**src/rtl/smram_pkg.sv**
```systemverilog
// Package: field positions and the record of the protected-RAM control byte.
// Assumes an 8-bit register; the positions are decoded by the memory decoder.
package smram_pkg;
    localparam int unsigned REG_W    = 8;
    localparam int unsigned BIT_OPEN = 6;
    localparam int unsigned BIT_CLS  = 5;
    localparam int unsigned BIT_LOCK = 4;
    localparam int unsigned BIT_GEN  = 3;

    typedef struct packed {
        logic open;
        logic closed;
        logic lock;
        logic gen;
    } smram_fields_t;

    // Pack the fields into the byte layout; reserved bits are zero.
    function automatic logic [REG_W-1:0] pack_fields(smram_fields_t f);
        logic [REG_W-1:0] b;
        b = '0;
        b[BIT_OPEN] = f.open;
        b[BIT_CLS]  = f.closed;
        b[BIT_LOCK] = f.lock;
        b[BIT_GEN]  = f.gen;
        return b;
    endfunction
endpackage

```
**src/rtl/smram_next_state.sv**
```systemverilog
// Module: computes the next field values from the current state and a write.
// Assumes one write per cycle; the lock gates open and global enable.
module smram_next_state
    import smram_pkg::*;
(
    input  smram_fields_t     cur,
    input  logic              wr_en,
    input  logic [REG_W-1:0]  wdata,
    output smram_fields_t     nxt
);
    logic locked_after;

    // Purpose: the lock is sticky and is set by writing a one.
    assign locked_after = cur.lock | (wr_en & wdata[BIT_LOCK]);

    // Purpose: derive each field's next value under the lock rules.
    always_comb begin
        nxt = cur;
        if (wr_en) begin
            nxt.closed = wdata[BIT_CLS];
            nxt.lock   = locked_after;
            nxt.gen    = cur.lock ? cur.gen : wdata[BIT_GEN];
            nxt.open   = locked_after ? 1'b0 : wdata[BIT_OPEN];
        end
    end
endmodule

```
**src/rtl/smram_state_reg.sv**
```systemverilog
// Module: holds the field flops with synchronous active-low reset.
// Assumes rst_n is synchronous to clk.
module smram_state_reg
    import smram_pkg::*;
(
    input  logic          clk,
    input  logic          rst_n,
    input  smram_fields_t nxt,
    output smram_fields_t cur
);
    // Purpose: store the fields; reset clears all of them.
    always_ff @(posedge clk) begin
        if (!rst_n) cur <= '0;
        else        cur <= nxt;
    end


    lock_sticky_chk: assert property (@(posedge clk) disable iff (!rst_n)
        cur.lock |=> cur.lock);

    open_locked_chk: assert property (@(posedge clk) disable iff (!rst_n)
        cur.lock |-> !cur.open);

    gen_frozen_chk: assert property (@(posedge clk) disable iff (!rst_n)
        cur.lock |=> $stable(cur.gen));
endmodule

```
**src/rtl/smram_ctrl_reg.sv**
```systemverilog
// Module: top of the protected-RAM control register with byte config port.
// Assumes at most one of read or write is meaningful per cycle; a read in the
// same cycle as a write returns the value before the write.
module smram_ctrl_reg
    import smram_pkg::*;
(
    input  logic             clk,
    input  logic             rst_n,
    input  logic             cfg_wr_en,
    input  logic [7:0]       cfg_wdata,
    input  logic             cfg_rd_en,
    output logic [7:0]       cfg_rdata,
    output logic             dec_open,
    output logic             dec_closed,
    output logic             dec_lock,
    output logic             dec_global_en
);
    smram_fields_t cur_f, nxt_f;
    logic [REG_W-1:0] cur_byte;

    smram_next_state u_next (
        .cur   (cur_f),
        .wr_en (cfg_wr_en),
        .wdata (cfg_wdata),
        .nxt   (nxt_f)
    );

    smram_state_reg u_state (
        .clk   (clk),
        .rst_n (rst_n),
        .nxt   (nxt_f),
        .cur   (cur_f)
    );

    // Purpose: byte image of the current fields.
    assign cur_byte = pack_fields(cur_f);

    // Purpose: registered read data, loaded on a read strobe.
    always_ff @(posedge clk) begin
        if (!rst_n)         cfg_rdata <= '0;
        else if (cfg_rd_en) cfg_rdata <= cur_byte;
    end

    // Purpose: export fields to the memory decoder.
    assign dec_open      = cur_f.open;
    assign dec_closed    = cur_f.closed;
    assign dec_lock      = cur_f.lock;
    assign dec_global_en = cur_f.gen;


    rd_value_chk: assert property (@(posedge clk) disable iff (!rst_n)
        cfg_rd_en |=> cfg_rdata[BIT_OPEN] == $past(dec_open) &&
                      cfg_rdata[BIT_LOCK] == $past(dec_lock));

    rd_hold_chk: assert property (@(posedge clk) disable iff (!rst_n)
        !cfg_rd_en |=> $stable(cfg_rdata));

    rsvd_zero_chk: assert property (@(posedge clk) disable iff (!rst_n)
        cfg_rdata[7] == 1'b0 && cfg_rdata[2:0] == 3'b000);

    lock_clears_open_chk: assert property (@(posedge clk) disable iff (!rst_n)
        (cfg_wr_en && cfg_wdata[BIT_LOCK]) |=> dec_lock && !dec_open);

    closed_wr_chk: assert property (@(posedge clk) disable iff (!rst_n)
        cfg_wr_en |=> dec_closed == $past(cfg_wdata[BIT_CLS]));
endmodule

```
**config.mk**
```make
export PLATFORM = sky130hd
export DESIGN_NAME = smram_ctrl_reg
export DESIGN_NICKNAME = d
export VERILOG_FILES = /design/src/rtl/smram_pkg.sv /design/src/rtl/smram_next_state.sv /design/src/rtl/smram_state_reg.sv /design/src/rtl/smram_ctrl_reg.sv
export SDC_FILE = /design/constraint.sdc
export NUM_CORES = 1
export LEC_CHECK = 0
export BUFFER_PORTS_ARGS = -buffer_cell sky130_fd_sc_hd__buf_2
export CAP_MARGIN = 20
export CORE_AREA = 2 2 39 41
export CTS_CLUSTER_DIAMETER = 100
export DETAILED_ROUTE_END_ITERATION = 7
export DIE_AREA = 0 0 41 43
export REMOVE_ABC_BUFFERS = 1
export SLEW_MARGIN = 20
export SYNTH_ARGS = -nofsm -noshare
export SYNTH_HDL_FRONTEND = slang
export SYNTH_SLANG_ARGS = --single-unit
```
**constraint.sdc**
```tcl
create_clock -name clk -period 1 [get_ports clk]
set_input_delay 0.15 -clock clk [delete_from_list [all_inputs] [get_ports clk]]
set_output_delay 0.15 -clock clk [all_outputs]
set_load 0.02 [all_outputs]
```
# Word-level counts from Yosys, hierarchy flattened
# Cells that the tools add are included.
# word_totals
register_bits	8
latch_bits	0
ramBits	0
rom_bits	0
input_bits	12
out_inout_bits	12
word_cells	10
memories	0
# op_classes
add_sub_neg	0
multipliers	0
n_div	0
magnitude_cmp	0
n_eq_ne	0
n_shift	0
mux	1
bitwise	3
reduce_logical	1
# op_table
op	n
2-bit AND reduction	1
1-bit bitwise AND	1
1-bit two-way mux	1
1-bit inverter	1
1-bit bitwise OR	1

# Logic depth before layout (Yosys ltp)
# logic_depth
ltp_word	3
mapped_depth	3
depth_no_buf	3

# By module
# From an unflattened synthesis, not the netlist that was laid out.
# hier_totals
hier_cells	33
area_unflattened_um2	355.3
# modules_own_cells
module	instances	cells_per_inst	area_each_um2	seq_area_each_um2
smram_ctrl_reg	1	18	190.2	80.1
smram_state_reg	1	8	105.1	80.1
smram_next_state	1	7	60.1	0.0

# Worst setup path after synthesis
# OpenSTA, ideal clock, no wires.
# synth_timing
kind	reg2reg
startpoint	reg u_state.cur[1] (netlist name)
endpoint	reg u_state.cur[3] (netlist name)
setup_ps	115
t_arrival_ps	881
t_required_ps	885
slack_ps	5
path_stages_with_launch	4
path_buffers	0
period_less_slack_ps	995
cell_sequence	dfxtp_1 > nor2b_4 > and3b_1 > o21a_1
# synth_between
elab_chain_cells	2
# synth_rtl
element	line_no	rtl
1-bit bitwise OR	smram_next_state.sv:14	assign locked_after = cur.lock | (wr_en & wdata[BIT_LOCK]);
1-bit two-way mux	smram_next_state.sv:23	nxt.open = locked_after ? 1'b0 : wdata[BIT_OPEN];
# No other way between the ends.
# A chain may end at the register's enable or synchronous reset.

# Final worst setup path
# layout_timing
startpoint	reg u_state.cur[1] (netlist name)
endpoint	out dec_lock
# layout_rtl
element	line_no	rtl
end: declaration	smram_ctrl_reg.sv:15	output logic dec_lock,
# No word-level cell between the ends.

==> key figures <==
Worst setup path
  • Worst-path fanout max: 4
  • Worst r2r src: u_state.cur[1]
  • WP data required: 0.85 ns
  • Largest stage delay, worst path: 0.37 ns
  • Crit path DAT: 0.79 ns
  • RR Endpoint: u_state.cur[3]
  • Type of origin of the critical path: register
  • Worst Path Buf+Inv: 1
  • Delay-heaviest family, CP: flip-flops
  • Cells along the critical path: buf_2
  • Critical path class: reg -> out
  • R2R setup slack: 0.15 ns
  • Critical path endpoint category: output port
  • Critical path's slowest cell: dfxtp_2
  • Cells on worst reg2reg path: 3

Clocking
  • Clk sinks: 8
  • Clock transition at the registers of the reported paths: ~0.050 ns
  • Worst skew pair latency: 0.24 ns
  • Post-CTS Setup Inserts: 0
  • Root Buffer: clkbuf_4
  • CTS tree: done
  • # hold bufs at CTS: 0
  • CTS buffer count: 3
  • Clk buf depth: 2
  • H-tree depth: 1

Routing
  • TritonRoute pass-1 iters: 1
  • Vias per cell: between 3 and 4
  • Drt drc: 0
  • Antenna Nets Post-Route: 0
  • Initial drt markers: 0
  • Detailed-route wire length per cell: 9.13 µm
  • Total number of vias: 249
  • Final WL: 584 µm

Finish
  • Area of the multi-input gates: 164 µm²
  • Non-filler cells, final: 64
  • Util after Layout: approximately a third
  • Register Area: approximately 160 µm²
  • Area Overhead vs Synth: 27.3%
  • Layout cell share with drive strength beyond 1: 43.8%
  • Final #Nets: 62
  • Filler instances: 160
  • Diode count: 0
  • Final Cell Area: 443 µm²

Global routing
  • Initial antenna violation count: 0
  • Pin count of the biggest net entering global routing: 9
  • First-pass GRT wire length: 814 µm
  • Gr usage total: 7.34%
  • Overflow after GRT: 0
  • Vias in the first global route: roughly 220

Placement
  • Port bufs: 15
  • Inst Count DP: 61
  • DP Area: roughly 420 µm²
  • Routability cong.: between 0.6 and 0.7

Synth
  • Synth Cell Area: 348 µm²
  • Post-Syn Instances: 32
  • Synth cell types: 11
  • Synth area leaders: dfxtp_1 46%, mux2i_1 17%, nor2b_1 13%
  • Cell taking the most area after synthesis: dfxtp_1
  • Syn Area/Cell: 10.9 µm²
  • Top cell type's share of synthesized area: a little under half
  • Warnings, synthesis: 0
  • FF+latch count, synth: 8
  • Seq/Total Area, Yosys: 46.0%

STA
  • RSZ-0062 raised after global routing: no
  • Final Hold Fails: 0
  • Fmax: 1070 MHz
  • Clock skew: 0.00406 ns
  • Final Critical Period: 0.937 ns
  • Fin crit share: between 90% and 100%
  • Setup TNS: 0 ns
  • Max-slew violation count: 0
  • Setup Viol. Count Final: 0

Min path
  • Worst min path class: in -> reg
  • Hold Path Depth: 3
  • Min-delay src: cfg_wdata[4]
  • Hold Path End: u_state.cur[1]

Pwr
  • Leakage power: 0.229 nW
  • PnR Total Power: a little under 0.7 mW
  • Comb power frac: 14.9%
  • Pwr dens: 1540 nW/µm²
  • Peak supply drop: 535 µV
  • Switching share of power: 24.4%
  • Sw Pwr: 0.166 mW
  • Internal: 0.515 mW
  • Reg power frac: about half
  • Clock power frac: 34.5%

Floorplanning
  • Die Y-Extent: 43 µm
  • Row Count: 14
  • Die footprint: roughly 1800 µm²
  • Total core area: 1380 µm²
  • Die W: 41 µm
  • Starting Density: 25.1%
  • # IOs: 24

Run status
  • Status: finished clean

Flow run
  • Maximum Capacitance Violations: 0
## layout by cell type (no fill, tap or decap), drive strengths merged
cell type	instances
and2b	1
mux2i	6
o21a	1
and3b	1
clkbuf	3
nor2b	8
a21oi	1
conb	4
dfxtp	8
buf	15
## routing by layer
| metal | GRT usage [%] | routed length (µm) | up-vias |
|---|---|---|---|
| li1 | - | - | 128 |
| met1 | 8.41 | 256 | 109 |
| met2 | 10.0 | 266 | 12 |
| met3 | 3.14 | 61 | 0 |
| met4 | 6.00 | 0 | 0 |
| met5 | 0 | 0 | - |
## worst max-delay path by stage
stage | startpoint | end | slack [ns] | depth (start not counted)
after CTS | u_state.cur[1] | dec_lock | 0.05 | 1
after global routing | u_state.cur[1] | dec_lock | 0.03 | 1
after detailed placement | u_state.cur[1] | u_state.cur[3] | 0.1 | 3
final | u_state.cur[1] | dec_lock | 0.06 | 1
after floorplan | u_state.cur[1] | u_state.cur[3] | 0.005 | 3
after global placement | u_state.cur[1] | u_state.cur[3] | 0.1 | 3
## sequential cells by signal (all words and copies together), names as in the netlist
| register | count |
|---|---|
| cfg_rdata | 4 |
| u_state.cur | 4 |
## synthesized netlist by cell type
cell type  count
conb_1         1
clkbuf_2       1
and2b_4        1
mux2i_1        6
a21oi_1        1
nor2b_4        1
buf_4          4
dfxtp_1        8
nor2b_1        7
and3b_1        1
o21a_1         1
## cell families after synthesis
kind of cell	synth area share, %
other cells	1.08
mux	17.3
buf+inv	10.1
simple gates	21.9
flops	46.0
compound gates	3.60
## timing repair
item / CTS / global route
gates resized for setup: 1 / 0
endpoints found under the hold margin: 0 / 0
endpoints found under the setup margin: 1 / 0
## stage by stage
step / setup slack, ns / hold WS (ns)
2_1_floorplan: 0.00462 / 0.267
3_3_place_gp: 0.0990 / 0.415
3_5_place_dp: 0.0975 / 0.421
4_1_cts: 0.0524 / 0.163
5_1_grt: 0.0250 / 0.161
6_report: 0.0625 / 0.167
## cell type report
cell class              instances  area share (%)
multi-input cells              22            37.0
flip-flops and latches          8            36.4
repair buffers                 15            16.9
clock buffers                   3            5.08
well taps                      16            4.52
## power groups by stage
stage / clock, mW / sequential, mW / combinational (mW)
global route: 0.265 / 0.346 / 0.111
floorplan: 0 / 0.368 / 0.0462
detailed placement: 0 / 0.351 / 0.103
CTS: 0.248 / 0.345 / 0.104
finish: 0.235 / 0.345 / 0.102
global placement: 0 / 0.351 / 0.103
Note: power is estimated with default switching activity, not from simulation.
